==> src/rtl/bt656_encoder.sv <==
module bt656_encoder #(
  parameter int ACT_PIX = 720,
  parameter int HBLANK  = 268
) (
  input  logic       clk,
  input  logic       rst_n,
  input  logic       in_en,
  input  logic       out_en,
  input  logic       dbl_scan,
  input  logic       chroma_inv,
  input  logic       field,
  input  logic       vblank,
  input  logic [7:0] vid_byte,
  output logic       vid_take,
  output logic       dec_en,
  output logic [7:0] dout,
  output logic       hsync,
  output logic       vsync
);
  localparam int LINE_BYTES = 8 + HBLANK + 2 * ACT_PIX;
  localparam int CW         = $clog2(LINE_BYTES);
  localparam logic [CW-1:0] SAV_POS  = CW'(4 + HBLANK);
  localparam logic [CW-1:0] ACT_POS  = CW'(8 + HBLANK);
  localparam logic [CW-1:0] LAST_POS = CW'(LINE_BYTES - 1);
  localparam logic [7:0] IDLE = 8'h10;

  logic [CW-1:0] hc, sav_off, blk_off, act_off;
  logic phase, f_q, v_q;
  logic enc_en, tick, in_eav, in_sav, in_act, h_bit;
  logic [7:0] xy, chroma_val, raw, clipped, nxt;

  assign dec_en  = in_en;
  assign enc_en  = out_en & ~in_en;
  assign tick    = enc_en & (dbl_scan | phase);

  assign in_eav  = hc < CW'(4);
  assign in_sav  = (hc >= SAV_POS) && (hc < ACT_POS);
  assign in_act  = hc >= ACT_POS;
  assign sav_off = hc - SAV_POS;
  assign blk_off = hc - CW'(4);
  assign act_off = hc - ACT_POS;

  assign h_bit = in_eav;
  assign xy = {1'b1, f_q, v_q, h_bit, v_q ^ h_bit, f_q ^ h_bit, f_q ^ v_q, f_q ^ v_q ^ h_bit};

  assign chroma_val = chroma_inv ? (8'd0 - vid_byte) : vid_byte;
  assign raw        = act_off[0] ? vid_byte : chroma_val;
  assign clipped    = (raw == 8'h00) ? 8'h01 : (raw == 8'hFF) ? 8'hFE : raw;

  assign vid_take = tick & in_act & ~v_q;

  always_comb begin
    if (in_eav || in_sav) begin
      case (in_eav ? hc[1:0] : sav_off[1:0])
        2'd0:    nxt = 8'hFF;
        2'd3:    nxt = xy;
        default: nxt = 8'h00;
      endcase
    end else if (!in_act) begin
      nxt = blk_off[0] ? 8'h10 : 8'h80;
    end else if (v_q) begin
      nxt = act_off[0] ? 8'h10 : 8'h80;
    end else begin
      nxt = clipped;
    end
  end

  always_ff @(posedge clk) begin
    if (!rst_n || !enc_en) begin
      hc    <= '0;
      phase <= 1'b0;
      dout  <= IDLE;
      hsync <= 1'b0;
      vsync <= 1'b0;
      if (!rst_n) begin
        f_q <= 1'b0;
        v_q <= 1'b0;
      end
    end else begin
      phase <= ~phase;
      if (tick) begin
        dout  <= nxt;
        hsync <= ~in_act;
        vsync <= (hc == '0) ? vblank : v_q;
        if (hc == '0) begin
          f_q <= field;
          v_q <= vblank;
        end
        hc <= (hc == LAST_POS) ? '0 : hc + CW'(1);
      end
    end
  end
endmodule


==> config.mk <==
export PLATFORM = sky130hd
export DESIGN_NAME = bt656_encoder
export DESIGN_NICKNAME = d
export VERILOG_FILES = /design/src/rtl/bt656_encoder.sv
export SDC_FILE = /design/constraint.sdc
export NUM_CORES = 1
export LEC_CHECK = 0
export BUFFER_PORTS_ARGS = -buffer_cell sky130_fd_sc_hd__buf_2
export CORE_MARGIN = 2
export CORE_UTILIZATION = 44
export DETAILED_ROUTE_END_ITERATION = 10
export PLACE_DENSITY = 0.63
export SYNTH_ARGS = -nofsm -noshare
export SYNTH_HDL_FRONTEND = slang
export SYNTH_SLANG_ARGS = --single-unit
==> constraint.sdc <==
create_clock -name clk -period 2.4 [get_ports clk]
set_input_delay 0.48 -clock clk [delete_from_list [all_inputs] [get_ports clk]]
set_output_delay 0.48 -clock clk [all_outputs]
set_load 0.02 [all_outputs]
==> insert_results.sql <==
INSERT INTO impl_metrics (metric_group, metric, value, unit) VALUES
('logic_synthesis', 'ys_seq_area_share', '32.98', '%'),
('logic_synthesis', 'mappedNetlistArea', '1518', 'um^2'),
('logic_synthesis', 'synth-xor-area-share', '12.70', '%'),
('setup_path', 'crit_path_start_kind', 'register', ''),
('clock_network', 'ctsHoldBuffers', '0', ''),
('setup_path', 'worst_setup_path_startpoint', 'hc[5]$_SDFFE_PP0P_', ''),
('global_route', 'grt_overflow', '0', ''),
('floorplan', 'die_width', '62.73', 'um'),
('setup_path', 'crit_slowest_cell', 'or3_4', ''),
('setup_path', 'worst-r2r-setup-slack', '220', 'ps'),
('clock_network', 'cts.path.max_buffers', '2', ''),
('timing', 'report.final.slew_viol_count', '0', ''),
('power_and_ir_drop', 'power-per-cell-area', '419.5', 'nW/um^2'),
('drt', 'detail_route.vias_per_cell', '5.551', ''),
('logic_synthesis', 'multiplexer_fraction_of_the_synthesized_cell_area', '1.319', '%'),
('placement', 'port_buffers', '27', ''),
('setup_path', 'worstRegToRegCells', '6', ''),
('logic_synthesis', 'synth_warnings', '0', ''),
('setup_path', 'crit-reg2reg-capture', 'dout[0]$_SDFFE_PP0P_', ''),
('setup_path', 'worst_path_largest_cell_delay', '420', 'ps'),
('power_and_ir_drop', 'static_leakage', '0.7770', 'nW'),
('timing', 'finalSetupViolations', '0', ''),
('timing', 'post-route-period-util', '97.70', '%'),
('clock_network', 'clkSinkCount', '24', ''),
('timing', 'maximum_clock_frequency', '426.5', 'MHz'),
('logic_synthesis', 'post-synth-top-area-cell', 'dfxtp_1', ''),
('timing', 'count_of_final_hold_check_violations', '0', ''),
('global_route', 'grt_max_degree', '15', ''),
('drt', 'drc', '0', ''),
('logic_synthesis', 'syn_nets', '202', ''),
('logic_synthesis', 'synth-edff-count', '2', ''),
('finish', 'layout.cells.most_common_list', 'buf_2, dfxtp_1, nor2_1, xor2_1, a21oi_1', ''),
('min_path', 'hold_end', 'phase$_SDFF_PP0_', ''),
('timing', 'min_period', '2345', 'ps'),
('placement', 'finalWeightedCongestion', '0.8825', ''),
('floorplan', 'fp.dieArea', '3935', 'um^2'),
('finish', 'layout.cells.most_common', 'buf_2', ''),
('setup_path', 'path_buf_inv', '1', ''),
('drt', 'per_cell_routed_wire_length', '13.72', 'um'),
('status', 'run_status', 'complete, no violations', ''),
('drt', 'drt_pre_antenna_iters', '4', ''),
('setup_path', 'worst_ep_required_time', '1920', 'ps'),
('timing', 'relative_slew_margins', '70.34', '%'),
('finish', 'proportion_of_layout_cells_with_a_drive_suffix_above_1', '22.60', '%'),
('floorplan', 'floorplan.initialDensity', '45.48', '%'),
('logic_synthesis', 'synth_simple_gate_area_share', '25.56', '%'),
('min_path', 'timing.hold.worst_path_depth', '1', ''),
('setup_path', 'r2r_start', 'hc[2]$_SDFFE_PP0P_', ''),
('logic_synthesis', 'synth_cell_type_count', '43', ''),
('power_and_ir_drop', 'max-vdd-ir-drop', '210.2', 'uV'),
('clock_network', 'cts_inserted_buffers', '3', ''),
('clock_network', 'worst_setup_hold_path_clk_slew', '130', 'ps'),
('logic_synthesis', 'synth_adder_area_share', '2.473', '%'),
('finish', 'final_nets', '228', ''),
('finish', 'final_area', '1739', 'um^2'),
('drt', 'drt_wl_total', '3.484', 'mm'),
('floorplan', 'die_h', '62.73', 'um'),
('logic_synthesis', 'synth-async-reset-ratio', '0', '%'),
('setup_path', 'critical_path.endpoint_type', 'primary output', ''),
('clock_network', 'cts.htree.levels', '1', ''),
('timing', 'tightest_slew', '444.0', 'ps'),
('min_path', 'launch_point_of_the_worst_hold_path', 'phase$_SDFF_PP0_', ''),
('logic_synthesis', 'postSynthCellCount', '183', ''),
('floorplan', 'placementRows', '21', ''),
('setup_path', 'worstSetupPathType', 'reg2out', ''),
('logic_synthesis', 'flip_flop_and_latch_count_after_synthesis', '24', ''),
('clock_network', 'root_buffer', 'clkbuf_4', ''),
('logic_synthesis', 'largest_family_of_logic_cells_by_synthesized_area', 'simple AND/OR/NAND/NOR gates', ''),
('global_route', 'track_usage', '18.32', '%'),
('drt', 'drt_iter0_drc', '71', ''),
('timing', 'fin_skew', '6.636', 'ps');
## report_power, final
part	switching, mW	internal (mW)
clock network	0.122	0.0609
logic	0.0746	0.0526
registers	0.00725	0.412
total	0.204	0.525
## state kept, by name, summed over array words and instances, names as in the netlist
register and flops:
hc 11, vsync 1, hsync 1, v_q 1, phase 1, f_q 1
dout 8
## synthesized netlist by cell type (5+ instances only)
cell and instances:
a21oi_1 12, clkbuf_1 10, dfxtp_1 22, inv_1 5, nand2_1 11, nor2_1 20, nor3_1 5, nor4_1 5
o211a_1 5, o21ai_0 10, o22ai_1 5, xor2_1 18
## worst max-delay path by stage
stage / slack, ps / cells past startpoint / end
5_1_grt: -2 / 5 / vid_take
3_5_place_dp: -60 / 8 / dout[0]$_SDFFE_PP0P_
2_1_floorplan: 260 / 7 / dout[0]$_SDFFE_PP0P_
4_1_cts: 3 / 5 / vid_take
3_3_place_gp: 130 / 9 / dout[0]$_SDFFE_PP0P_
6_report: 60 / 5 / vid_take
## logic make-up (layout without fill, tap and decap cells)
group / count (synthesis) / after routing
flip-flops: 24 / 24
adder cells (fa/ha/maj): 3 / 3
XOR/XNOR: 22 / 22
AND/OR/NAND/NOR: 70 / 70
buffers and inverters: 19 / 44
AO/OA/AOI/OAI: 43 / 43
multiplexers: 2 / 2
## layout make-up
class / count / area, um^2
fill: 323 / 1598
multi-input combinational: 140 / 937.1
sequential: 24 / 504.2
timing repair buffer: 35 / 195.2
tap: 46 / 57.56
clock buffer: 3 / 22.52
inverter: 5 / 18.77
clock inverter: 1 / 3.754
## layer usage
layer | vias up | track usage (%) | share of wire (%)
met1 | 660 | 26.43 | 49
met4 | 0 | 3.333 | 0.69
met5 | - | 0 | 0
met2 | 44 | 28.90 | 45
met3 | 4 | 3.243 | 5.6
li1 | 702 | - | -
## through the flow
stage / util, % / total power [mW] / setup TNS, ps / std cells / setup slack, ps
5_1_grt: 52.12 / 0.7640 / -1.507 / 254 / -1.507
6_report: 52.12 / 0.7296 / 0 / 254 / 55.12
2_1_floorplan: - / 0.5129 / 0 / 183 / 263.1
4_1_cts: 51.82 / 0.7354 / 0 / 253 / 2.974
3_3_place_gp: 50.84 / 0.5510 / 0 / 249 / 132.5
3_5_place_dp: 50.84 / 0.5552 / -55.85 / 249 / -55.85
## repair_timing
action,CTS,global route
setup buffers,0,1
pin swaps,0,1
endpoints found under the setup margin,1,1
gates resized for setup,2,1
(Power assumes the default switching activity.)
